==> src/rtl/mbt_pkg.sv <==
package mbt_pkg;
  localparam int NSTB   = 4;
  localparam int STB_AH = 0;
  localparam int STB_AL = 1;
  localparam int STB_RD = 2;
  localparam int STB_WR = 3;
  localparam int DW     = 16;
  localparam int AW     = 32;

  typedef struct packed {
    logic lvl;
    logic fall;
    logic rise;
  } strobe_t;
endpackage

==> src/rtl/mbt_strobe_sync.sv <==
module mbt_strobe_sync
  import mbt_pkg::*;
#(
  parameter int STAGES = 2
) (
  input  logic                   clk,
  input  logic                   rst_n,
  input  logic [NSTB-1:0]        strobe_n,
  output strobe_t [NSTB-1:0]     stb
);
  for (genvar g = 0; g < NSTB; g++) begin : g_stb
    logic [STAGES-1:0] chain;
    logic              prev;
    always_ff @(posedge clk or negedge rst_n) begin
      if (!rst_n) begin
        chain <= '1;
        prev  <= 1'b1;
      end else begin
        chain <= {chain[STAGES-2:0], strobe_n[g]};
        prev  <= chain[STAGES-1];
      end
    end
    assign stb[g].lvl  = chain[STAGES-1];
    assign stb[g].fall = prev & ~chain[STAGES-1];
    assign stb[g].rise = ~prev & chain[STAGES-1];
  end
endmodule

==> src/rtl/mbt_addr_ctrl.sv <==
module mbt_addr_ctrl
  import mbt_pkg::*;
(
  input  logic               clk,
  input  logic               rst_n,
  input  strobe_t [NSTB-1:0] stb,
  input  logic [DW-1:0]      ad_i,
  output logic [AW-1:0]      addr,
  output logic               armed
);
  localparam int HALF = AW / 2;
  logic step;
  assign step = stb[STB_RD].rise | stb[STB_WR].rise;

  always_ff @(posedge clk or negedge rst_n) begin
    if (!rst_n) begin
      addr  <= '0;
      armed <= 1'b0;
    end else begin
      if (stb[STB_AH].fall) begin
        addr[AW-1:HALF] <= ad_i;
      end else if (stb[STB_AL].fall) begin
        addr[HALF-1:0] <= ad_i;
        armed          <= 1'b1;
      end else if (stb[STB_AH].rise) begin
        armed <= 1'b0;
      end else if (armed && step) begin
        addr <= addr + AW'(2);
      end
    end
  end
endmodule

==> src/rtl/mbt_mem.sv <==
module mbt_mem #(
  parameter int IW = 8,
  parameter int W  = 16
) (
  input  logic          clk,
  input  logic          rst_n,
  input  logic          we,
  input  logic [IW-1:0] idx,
  input  logic [W-1:0]  wdata,
  output logic [W-1:0]  rdata
);
  localparam int DEPTH = 1 << IW;
  logic [W-1:0] arr [DEPTH];

  always_ff @(posedge clk) begin
    if (we) arr[idx] <= wdata;
  end

  always_ff @(posedge clk or negedge rst_n) begin
    if (!rst_n) rdata <= '0;
    else        rdata <= arr[idx];
  end
endmodule

==> src/rtl/mbt_target.sv <==
module mbt_target
  import mbt_pkg::*;
#(
  parameter int          SYNC_STAGES = 2,
  parameter int          MEM_AW      = 8,
  parameter logic [15:0] REGION_HI   = 16'h1000
) (
  input  logic        clk,
  input  logic        rst_n,
  input  logic        ale_hi_n,
  input  logic        ale_lo_n,
  input  logic        rd_n,
  input  logic        wr_n,
  input  logic [15:0] ad_i,
  output logic [15:0] ad_o,
  output logic        ad_oe
);
  strobe_t [NSTB-1:0] stb;
  logic [NSTB-1:0]    strobe_n;
  logic [AW-1:0]      addr_q;
  logic               armed_q;
  logic               hit;
  logic [MEM_AW-1:0]  idx;
  logic               we;

  assign strobe_n[STB_AH] = ale_hi_n;
  assign strobe_n[STB_AL] = ale_lo_n;
  assign strobe_n[STB_RD] = rd_n;
  assign strobe_n[STB_WR] = wr_n;

  mbt_strobe_sync #(.STAGES(SYNC_STAGES)) u_sync (
    .clk(clk), .rst_n(rst_n), .strobe_n(strobe_n), .stb(stb)
  );

  mbt_addr_ctrl u_addr (
    .clk(clk), .rst_n(rst_n), .stb(stb), .ad_i(ad_i),
    .addr(addr_q), .armed(armed_q)
  );

  assign hit = (addr_q[AW-1:AW/2] == REGION_HI);
  assign idx = addr_q[MEM_AW:1];
  assign we  = armed_q & hit & stb[STB_WR].rise;

  mbt_mem #(.IW(MEM_AW), .W(DW)) u_mem (
    .clk(clk), .rst_n(rst_n), .we(we), .idx(idx), .wdata(ad_i), .rdata(ad_o)
  );

  assign ad_oe = armed_q & hit & ~stb[STB_RD].lvl & stb[STB_WR].lvl
               & stb[STB_AH].lvl & stb[STB_AL].lvl;
endmodule

==> config.mk <==
export PLATFORM = sky130hd
export DESIGN_NAME = mbt_target
export DESIGN_NICKNAME = d
export VERILOG_FILES = /design/src/rtl/mbt_pkg.sv /design/src/rtl/mbt_strobe_sync.sv /design/src/rtl/mbt_addr_ctrl.sv /design/src/rtl/mbt_mem.sv /design/src/rtl/mbt_target.sv
export SDC_FILE = /design/constraint.sdc
export NUM_CORES = 2
export LEC_CHECK = 0
export BUFFER_PORTS_ARGS = -buffer_cell sky130_fd_sc_hd__buf_2
export CORE_MARGIN = 4
export CORE_UTILIZATION = 33
export CTS_CLUSTER_DIAMETER = 120
export DETAILED_ROUTE_END_ITERATION = 8
export PLACE_DENSITY_LB_ADDON = 0.3
export SLEW_MARGIN = 30
export SYNTH_ARGS = -nofsm -noshare
export SYNTH_HDL_FRONTEND = slang
export SYNTH_SLANG_ARGS = --single-unit
==> constraint.sdc <==
create_clock -name clk -period 5.9 [get_ports clk]
set_input_delay 0.885 -clock clk [delete_from_list [all_inputs] [get_ports clk]]
set_output_delay 0.885 -clock clk [all_outputs]
set_load 0.02 [all_outputs]
==> impl_metrics.env <==
export IMPL_area_growth_pct=16.2
export IMPL_syn_instance_count=6981
export IMPL_antenna_left=0
export IMPL_grt_start_max_net_pins=170
export IMPL_die_height_um=699
export IMPL_io_buffers=38
export IMPL_synth_area_leaders="edfxtp_1 78%, mux4_2 15%, a22oi_1 2.5%"
export IMPL_p_total_mw=76.3
export IMPL_clock_sinks=4156
export IMPL_die_x_um=699
export IMPL_critPathBufInv=4
export IMPL_crit_type="reg2reg"
export IMPL_first_global_vias=77439
export IMPL_max_freq_mhz=227
export IMPL_worst_path_stages=9
export IMPL_fin_skew_ps=36.6
export IMPL_rows=253
export IMPL_fin_crit_ps=4410
export IMPL_cts_resized=0
export IMPL_ys_ff_latch=4156
export IMPL_ios=39
export IMPL_initial_core_util_pct=33.2
export IMPL_cts_buffers=421
export IMPL_cp_slowest_cell="o41ai_1"
export IMPL_htree_levels=5
export IMPL_drive_above_1_share_pct=29.3
export IMPL_via_per_inst=5.43
export IMPL_cpPeakStageDelay_ps=740
export IMPL_synth_cell_types=51
export IMPL_fp_coreArea_mm2=0.475
export IMPL_power_per_cell_area_mw_per_mm2=416
export IMPL_synth_top_area_share_pct=78.0
export IMPL_utilization_pct=38.5
export IMPL_drt_wl_total_um=440000
export IMPL_cpMostUsedCell="buf_4"
export IMPL_syn_area_mm2=0.158
export IMPL_timing_final_hold_violations=0
export IMPL_ys_seq_area_share_pct=79.0
export IMPL_maxCapViolCount=0
export IMPL_synth_edf_count=4096
export IMPL_min_path_type="in2reg"
export IMPL_reg2reg_depth=9
export IMPL_cp_max_fo=59
export IMPL_ys_flop_type="edfxtp_1"
export IMPL_synthesis_nets=7007
export IMPL_crit_path_end_kind="register"
export IMPL_slew_violations=0
export IMPL_yosys_warnings=0
export IMPL_critPathRequiredTime_ps=6610
export IMPL_grt_pass1_wl_um=616000
export IMPL_worstMarginPinSlew_ps=1080
export IMPL_nets=7535
export IMPL_die_area_mm2=0.489
export IMPL_synthArstFlopShare_pct=1.44
export IMPL_tns_ps=0
export IMPL_gp_congestion=0.816
export IMPL_drc=0
export IMPL_yosys_area_top_type="edfxtp_1"
export IMPL_setup_viol_count_final=0
export IMPL_worstPathArrival_ps=5130
export IMPL_syn_mean_instance_area_um2=22.6
export IMPL_hold_depth=1
export IMPL_cts_max_path_buffers=4
export IMPL_drt_iter0_drc=9659
export IMPL_fin_crit_sh_pct=74.8
export IMPL_maxSlewHeadroom_pct=27.5
export IMPL_antenna_found_initial=16
export IMPL_grt_use_total_pct=17.5
export IMPL_rsz0062_at_grt="no"
export IMPL_peakVddDrop_mv=0.337
export IMPL_vias=77436
export IMPL_p_leak_nw=55.8
export IMPL_cts_tree="built"
export IMPL_status="complete, no violations"
export IMPL_firstDrtPassIters=7
export IMPL_cts_root_buf="clkbuf_16"
export IMPL_path_cells="buf_16, buf_12, buf_4, mux4_2, a22oi_1, a21oi_1, o41ai_1, buf_4, nand4_1"
export IMPL_worstSkewPairLatency_ps=950
export IMPL_wl_per_cell_um=30.9
export IMPL_cp_start_kind="register"
export IMPL_clk_pin_slew_ps=60
export IMPL_grt_remaining_overflow=0
export IMPL_critPathTopFamily="buffers and inverters"
export IMPL_hpwl_um=254000
[state kept, by name (all words and copies together), names as in the netlist]
name	flops
u_sync.g_stb.chain	8
u_addr.armed	1
u_addr.addr	31
u_mem.arr	4096
u_sync.g_stb.prev	4
u_mem.rdata	16
[path summary, 6_finish.rpt]
check,from,end,slack [ps]
max,u_addr.addr[2]$_DFFE_PN0P_,u_mem.rdata[10]$_DFF_PN0_,1490
min,ad_i[5],u_mem.arr[180][5]$_DFFE_PP_,290
max reg2reg,u_addr.addr[2]$_DFFE_PN0P_,u_mem.rdata[10]$_DFF_PN0_,1490
min reg2reg,u_sync.g_stb[2].chain[0]$_DFF_PN1_,u_sync.g_stb[2].chain[1]$_DFF_PN1_,360
max in group asynchronous,rst_n,u_addr.addr[1]$_DFFE_PN0P_,4180
min in group asynchronous,rst_n,u_mem.rdata[13]$_DFF_PN0_,530
[synth_stat cells, types with 5 or more instances]
cell,count
edfxtp_1,4096
mux4_2,1024
a22oi_1,515
a21oi_1,278
clkbuf_1,271
nor2_1,267
buf_2,113
o41ai_1,64
buf_1,54
dfrtp_1,48
nand2_1,38
nand3_1,35
nand4_1,29
o21ai_0,27
dfstp_2,12
nor2b_1,9
nor3_1,8
nor4_1,8
a221o_1,7
and3_1,7
and2_1,6
inv_1,6
nand2b_1,5
[layer usage]
metal	GRT usage, %	wire length, um	vias to the layer above
met5	0	13	-
met4	4.49	11200	2
met3	3.40	36500	572
met2	27.7	209000	3416
met1	24.9	184000	42319
li1	-	-	31127
[kinds of logic (layout without fill, tap and decap cells)]
logic type	Yosys count	after routing	share of synthesized area, %
AOI/OAI and AO/OA	919	919	3.96
other	0	19	0
DFF	4156	4156	79.0
buffers and inverters	444	1329	1.15
xor gates and xnor gates	2	2	0.0111
and+or+nand+nor	430	430	1.21
adders and majority gates	6	6	0.0445
muxes	1024	1024	14.6
[stage by stage]
stage               area [um^2]  instances  setup slack [ps]  hold slack, ps
CTS                      183000      14232              1130             276
floorplan                158000       6981              2860             345
detailed placement       169000      13447              1180             356
global placement         169000      13437             -3.70             355
finish                   183000      14260              1490             291
global route             183000      14244              1350             258
[where the power goes]
group / switching (mW) / internal [mW] / leakage, nW
Clock: 11.2 / 14.8 / 6.50
Sequential: 0.335 / 32.5 / 37.5
Combinational: 10.7 / 6.70 / 11.8
[repair_timing]
item,in CTS,in global routing
hold endpoints to repair,18,0
hold buffers,5,0
setup buffers,0,0
[area by class of cell]
class | count | area (um^2)
Clock buffer | 549 | 11100
Timing Repair Buffer | 543 | 5100
Sequential cell | 4156 | 125000
Tap cell | 6375 | 7980
Fill cell | 42243 | 292000
Inverter | 6 | 22.5
Clock inverter | 231 | 2240
Antenna cell | 19 | 47.5
Multi-Input combinational cell | 2381 | 32200
[placed cells by master, fill, tap and decap left out, types with 6 or more instances in the layout]
| cell | Yosys | routed |
|---|---|---|
| edfxtp_1 | 4096 | 4096 |
| mux4_2 | 1024 | 1024 |
| a22oi_1 | 515 | 515 |
| buf_4 | 0 | 428 |
| clkbuf_16 | 0 | 424 |
| a21oi_1 | 278 | 276 |
| nor2_1 | 267 | 175 |
| clkbuf_1 | 271 | 121 |
| clkinv_1 | 0 | 100 |
| nor2_2 | 0 | 87 |
| clkinv_2 | 0 | 64 |
| buf_12 | 0 | 58 |
| dfrtp_1 | 48 | 46 |
| bufinv_16 | 0 | 35 |
| nand3_1 | 35 | 32 |
| nand4_1 | 29 | 29 |
| o41ai_2 | 0 | 28 |
| o21ai_0 | 27 | 27 |
| nand2_1 | 38 | 25 |
| o41ai_1 | 64 | 22 |
| buf_2 | 113 | 21 |
| diode_2 | 0 | 19 |
| buf_8 | 0 | 16 |
| o41ai_4 | 0 | 14 |
| dfstp_2 | 12 | 12 |
| buf_16 | 0 | 10 |
| inv_6 | 0 | 9 |
| nand2_2 | 0 | 8 |
| nor4_1 | 8 | 8 |
| nor3_1 | 8 | 8 |
| inv_16 | 0 | 8 |
| and3_1 | 7 | 7 |
| a221o_1 | 7 | 7 |
| inv_1 | 6 | 6 |
Power figures use the tool's default switching activity.
